$ cat config.mk
export PLATFORM = sky130hd
export DESIGN_NAME = stby_seq
export DESIGN_NICKNAME = d
export VERILOG_FILES = /design/src/rtl/stby_pkg.sv /design/src/rtl/stby_pat_det.sv /design/src/rtl/stby_cnt.sv /design/src/rtl/stby_fsm.sv /design/src/rtl/stby_seq.sv
export SDC_FILE = /design/constraint.sdc
export NUM_CORES = 1
export LEC_CHECK = 0
export ABC_CLOCK_PERIOD_IN_PS = 1800
export BUFFER_PORTS_ARGS = -buffer_cell sky130_fd_sc_hd__buf_2
export CORE_ASPECT_RATIO = 0.8
export CORE_MARGIN = 2
export CORE_UTILIZATION = 40
export CTS_CLUSTER_DIAMETER = 80
export CTS_CLUSTER_SIZE = 30
export DETAILED_ROUTE_END_ITERATION = 7
export PLACE_DENSITY = 0.57
export SETUP_SLACK_MARGIN = 0.3
export SYNTH_ARGS = -nofsm -noshare
export SYNTH_HDL_FRONTEND = slang
export SYNTH_SLANG_ARGS = --single-unit
$ cat constraint.sdc
create_clock -name clk -period 1.8 [get_ports clk]
set_input_delay 0.09 -clock clk [delete_from_list [all_inputs] [get_ports clk]]
set_output_delay 0.09 -clock clk [all_outputs]
set_load 0.02 [all_outputs]
$ cat src/rtl/stby_pkg.sv
package stby_pkg;

  typedef enum logic [2:0] {
    S_ACTIVE,
    S_ENTERING,
    S_STANDBY,
    S_EXIT_ARMED,
    S_EXIT_WINDOW,
    S_WAKING
  } seq_state_t;

  // Standby pattern: shutdown asserted, brake released, both commands high.
  function automatic logic is_stby_pat(input logic shut_n, input logic brk_n,
                                       input logic cmd_a, input logic cmd_b);
    return !shut_n && brk_n && cmd_a && cmd_b;
  endfunction

  // True once a run of 'seen' sampled edges is strictly longer than 'lim'.
  function automatic logic run_over(input int unsigned seen, input int unsigned lim);
    return seen > lim;
  endfunction

  function automatic int unsigned max4(input int unsigned a, input int unsigned b,
                                       input int unsigned c, input int unsigned d);
    int unsigned m;
    m = a;
    if (b > m) m = b;
    if (c > m) m = c;
    if (d > m) m = d;
    return m;
  endfunction

endpackage

$ cat src/rtl/stby_pat_det.sv
module stby_pat_det
  import stby_pkg::*;
(
  input  logic shut_n,
  input  logic brk_n,
  input  logic cmd_a,
  input  logic cmd_b,
  output logic pat
);
  assign pat = is_stby_pat(shut_n, brk_n, cmd_a, cmd_b);
endmodule

$ cat src/rtl/stby_cnt.sv
module stby_cnt #(
  parameter int unsigned CW = 8
) (
  input  logic          clk,
  input  logic          rst_n,
  input  logic          clr,
  output logic [CW-1:0] cnt
);
  always_ff @(posedge clk or negedge rst_n) begin
    if (!rst_n)          cnt <= '0;
    else if (clr)        cnt <= '0;
    else if (cnt != '1)  cnt <= cnt + 1'b1;
  end
endmodule

$ cat src/rtl/stby_fsm.sv
module stby_fsm
  import stby_pkg::*;
#(
  parameter int unsigned T_ENTER = 40,
  parameter int unsigned T_FILT  = 3,
  parameter int unsigned T_WAKE  = 8,
  parameter int unsigned T_AWAKE = 16,
  parameter int unsigned CW      = 8
) (
  input  logic          clk,
  input  logic          rst_n,
  input  logic          pat,
  input  logic [CW-1:0] cnt,
  output seq_state_t    state,
  output logic          clr,
  output logic          enter_evt,
  output logic          exit_evt,
  output logic          abandon_evt
);
  seq_state_t nxt;
  int unsigned cnt_u;

  assign cnt_u = 32'(cnt);

  always_comb begin
    nxt         = state;
    enter_evt   = 1'b0;
    exit_evt    = 1'b0;
    abandon_evt = 1'b0;
    unique case (state)
      S_ACTIVE:
        if (pat) nxt = S_ENTERING;
      S_ENTERING:
        if (!pat) nxt = S_ACTIVE;
        else if (run_over(cnt_u + 2, T_ENTER)) begin
          nxt       = S_STANDBY;
          enter_evt = 1'b1;
        end
      S_STANDBY:
        if (!pat && run_over(cnt_u + 1, T_FILT)) nxt = S_EXIT_ARMED;
      S_EXIT_ARMED:
        if (pat) nxt = S_EXIT_WINDOW;
      S_EXIT_WINDOW:
        if (pat) begin
          if (run_over(cnt_u + 2, T_ENTER)) begin
            nxt         = S_STANDBY;
            abandon_evt = 1'b1;
          end
        end else if (run_over(cnt_u + 1, T_WAKE)) begin
          nxt      = S_WAKING;
          exit_evt = 1'b1;
        end else begin
          nxt = S_STANDBY;
        end
      S_WAKING:
        if (run_over(cnt_u + 2, T_AWAKE)) nxt = S_ACTIVE;
      default:
        nxt = S_ACTIVE;
    endcase
  end

  // Counter restarts on every state change; in standby it also restarts on
  // a pattern edge so it tracks the current non-pattern run only.
  assign clr = (nxt != state) || (state == S_STANDBY && pat);

  always_ff @(posedge clk or negedge rst_n) begin
    if (!rst_n) state <= S_ACTIVE;
    else        state <= nxt;
  end
endmodule

$ cat src/rtl/stby_seq.sv
module stby_seq
  import stby_pkg::*;
#(
  parameter int unsigned T_ENTER = 40,
  parameter int unsigned T_FILT  = 3,
  parameter int unsigned T_WAKE  = 8,
  parameter int unsigned T_AWAKE = 16
) (
  input  logic clk,
  input  logic rst_n,
  input  logic shut_n,
  input  logic brk_n,
  input  logic cmd_a,
  input  logic cmd_b,
  output logic stby,
  output logic out_en
);
  localparam int unsigned MAXT = max4(T_ENTER, T_FILT, T_WAKE, T_AWAKE);
  localparam int unsigned CW   = $clog2(MAXT + 2);

  logic          pat_w;
  logic          clr_w;
  logic [CW-1:0] cnt_w;
  seq_state_t    state_w;
  logic          enter_evt;
  logic          exit_evt;
  logic          abandon_evt;

  stby_pat_det u_pat (
    .shut_n(shut_n), .brk_n(brk_n), .cmd_a(cmd_a), .cmd_b(cmd_b), .pat(pat_w)
  );

  stby_cnt #(.CW(CW)) u_cnt (
    .clk(clk), .rst_n(rst_n), .clr(clr_w), .cnt(cnt_w)
  );

  stby_fsm #(
    .T_ENTER(T_ENTER), .T_FILT(T_FILT), .T_WAKE(T_WAKE),
    .T_AWAKE(T_AWAKE), .CW(CW)
  ) u_fsm (
    .clk(clk), .rst_n(rst_n), .pat(pat_w), .cnt(cnt_w), .state(state_w),
    .clr(clr_w), .enter_evt(enter_evt), .exit_evt(exit_evt),
    .abandon_evt(abandon_evt)
  );

  assign stby   = (state_w == S_STANDBY) || (state_w == S_EXIT_ARMED) ||
                  (state_w == S_EXIT_WINDOW);
  assign out_en = (state_w == S_ACTIVE) || (state_w == S_ENTERING);
endmodule

==> metrics.md <==
| Metric | Value |
|---|---|
| Overall die width | 55.2 µm |
| Cell taking the most area after synthesis | sky130_fd_sc_hd__dfrtp_1 |
| Setup repair after global routing missed its margin | yes |
| Achievable Freq | 494 MHz |
| Vias in the first global route | 871 |
| Area of the core | 0.00193 mm² |
| Fin. max-slew vios | 0 |
| Synthesized Nets | 105 |
| Arr. time, crit path | 2.17 ns |
| Post-layout utilization of the core | 64.8% |
| Post-layout worst setup margin | -0.225 ns |
| Biggest area contributors in the synthesized netlist | sky130_fd_sc_hd__dfrtp_1 (27%), sky130_fd_sc_hd__mux2i_1 (8.3%), sky130_fd_sc_hd__nand2_1 (5.8%) |
| CP startpoint | u_cnt.cnt[1] |
| Layout cells sized above 1 | 48.9% |
| Critical path type | register to register |
| Post-route cell area | 0.00125 mm² |
| Area used by multi-input combinational logic | 702 µm² |
| Total number of H-tree levels | 1 |
| Setup Viol. Count Final | 9 |
| Std cell rows | 14 |
| Transition at the pin with the smallest max-transition slack | 0.286 ns |
| Top fanout value on the critical path | 7 |
| Inst Count DP | 143 |
| Share of the synthesized area in the top cell type | 26.8% |
| Worst rel slew slack | 80.9% |
| Critical Path Source Type | register |
| Area used by sequential logic in the layout | 228 µm² |
| Kind of end point of the critical path | register |
| Summed instance area of the synthesized netlist | 840 µm² |
| Total cell area at the placement stage | 0.00105 mm² |
| Max IR drop VDD | 944 µV |
| DRC marker count from the first detailed-route iteration | 21 |
| Status | complete, but fails checks |
| Final cell count without fillers | 155 |
| Leakage power of the design | 0.579 nW |
| Worst reg2reg startpoint | u_cnt.cnt[1] |
| Ports placed on the boundary | 8 |
| Clock-pin transition on the worst setup and hold timing paths | 0.06 ns |
| Starting density of the core | 43.6% |
| Area enclosed by the die boundary | 0.00248 mm² |
| Gr ovfl total | 0 |
| Setup TNS | -1.42 ns |
| Total track usage | 21.0% |
| NumNets Final | 141 |
| Worst hold path type | input port to asynchronous set/reset pin |
| Clock sink total | 9 |
| Final hold viol count | 0 |
| Pin count of the biggest net entering global routing | 12 |
| Cell Pwr Density | 1250 mW/mm² |
| Req. time, crit path | 1.94 ns |
| Clock insertion delay at the later pin of the skew report | 0.26 ns |
| Initial DRT Pass Iterations | 4 |
| Layout Skew | 0.00659 ns |
| DRC violations left | 0 |
| Unique cell type count in the Yosys netlist | 37 |
| Gp weighted congestion | 0.900 |
| Number of maximum-capacitance constraint violations | 0 |
| Syn. warnings | 0 |
| Detailed-route via count | 892 |
| Quantity of I/O buffers inserted on ports | 7 |
| Global-route wire length before repair | 3980 µm |
| Vias per Instance | 5.75 |
| Antenna cells | 0 |
| Average routed wire per standard cell | 14.8 µm |
| CTS tree | yes |
| Portion of the post-synthesis area used by sequential elements | 26.8% |
| Number of buffers inserted during clock tree synthesis | 3 |
| Failing checks | negative setup slack |
| Layout-stage area growth over the synthesis result | 48.7% |
| Minimum period implied by the final worst setup slack | 2.02 ns |
| Number of cells produced by synthesis | 96 |
| Total detailed-routing wirelength | 2300 µm |
| Total of flip-flops plus latches after synthesis | 9 |
| Die Span Y | 45.0 µm |
| Syn avg cell area | 8.75 µm² |
| Master cell of the clock root buffer | sky130_fd_sc_hd__clkbuf_4 |
| Number of filler cells placed in the layout | 169 |
| Part of the cycle the worst path needs | 112% |
| Maximum count of clock buffers along a single path | 2 |
| ANT nets after route | 0 |
| Worst hold slack across all endpoints | 0.202 ns |
| Antenna violations before repair | 0 |
| Detailed placer's ending HPWL | 1670 µm |
## state kept, by name (all words and copies together), names as in the netlist
signal	count
u_cnt.cnt	6
u_fsm.state	3
## timing repair
item	in CTS	in global routing
setup endpoints to repair	9	10
pin swaps	3	1
hold buffers	1	0
gates resized for setup	13	7
cloned	0	0
endpoints found under the hold margin	9	0
buffers inserted	7	0
## cell usage after synthesis (all sizes together)
cell,number
buf,3
a31o,1
o31a,1
dfrtp,9
nand4b,2
and2,1
a21o,1
a41o,1
inv,3
nor2,5
o211ai,3
mux2i,8
a21boi,1
nor3,4
and4,1
o21ai,1
and4b,2
a21oi,1
xor2,4
nand2b,2
xnor2,1
nand2,13
nor4,1
ha,3
or2b,1
o221ai,1
or3b,1
nand3b,1
a211o,1
o2111ai,3
nand3,8
and2b,3
nand4,4
a31oi,1
## placed cells by master, fill, tap and decap left out, drive strengths merged, types with 4 or more instances in the layout
cell and n:
clkbuf 4, dfrtp 9, buf 33, nor2 5
nor3 4, nand2 13, xor2 4, mux2i 8
nand4 4, nand3 8
## final cells by class
type                       instances  area share (%)
multi-input combinational         81            56.2
inverter                           3           0.902
timing repair buffer              34            20.1
sequential                         9            18.2
tap                               24            2.40
clock buffer                       4            2.10
## cells by family (layout without fill, tap and decap cells)
family                     Yosys count  in the layout  share of synthesized area [%]
and+or+nand+nor                     49             49                           33.1
AOI/OAI and AO/OA                   16             16                           15.8
DFF                                  9              9                           26.8
muxes                                8              8                           9.99
buffers and inverters                6             41                           4.62
xor gates and xnor gates             5              5                           5.22
adders and majority gates            3              3                           4.47
## where the power goes
| part | internal [mW] | switching (mW) | total, mW |
|---|---|---|---|
| registers | 0.271 | 0.0921 | 0.363 |
| clock network | 0.0853 | 0.0688 | 0.154 |
| logic | 0.527 | 0.519 | 1.05 |
| total | 0.883 | 0.680 | 1.56 |
## per-layer routing
layer  vias to the layer above  GRT usage, %  share of wire [%]
li1                        437             -                  -
met5                         -             0                  0
met2                        15          32.9                 44
met4                         0          9.27                2.3
met1                       434          28.8                 50
met3                         6          4.01                2.9
## metrics by stage
stage               worst slack [ns]  total power [mW]
floorplan                    -0.0644             0.959
global placement              -0.206              1.24
detailed placement            -0.233              1.24
CTS                           -0.196              1.52
global route                  -0.287              1.70
finish                        -0.225              1.56
## critical path, cell delays in order, from the launching register on
cell	delay [ns]
sky130_fd_sc_hd__dfrtp_2	0.47
sky130_fd_sc_hd__ha_4	0.23
sky130_fd_sc_hd__or2b_4	0.24
sky130_fd_sc_hd__o211ai_1	0.16
sky130_fd_sc_hd__and4b_2	0.28
sky130_fd_sc_hd__nand2_2	0.06
sky130_fd_sc_hd__and4_1	0.17
sky130_fd_sc_hd__buf_6	0.15
sky130_fd_sc_hd__mux2i_2	0.14
## path summary, 6_finish.rpt
check                      slack, ns  cells past startpoint              to
max in group asynchronous       1.41                      2    u_cnt.cnt[1]
min in group clk                0.47                      4  u_fsm.state[1]
max reg2reg                    -0.22                      8    u_cnt.cnt[4]
min                             0.20                      2    u_cnt.cnt[0]
max                            -0.22                      8    u_cnt.cnt[4]
min reg2reg                     0.68                      2  u_fsm.state[2]
Power figures use the tool's default switching activity.
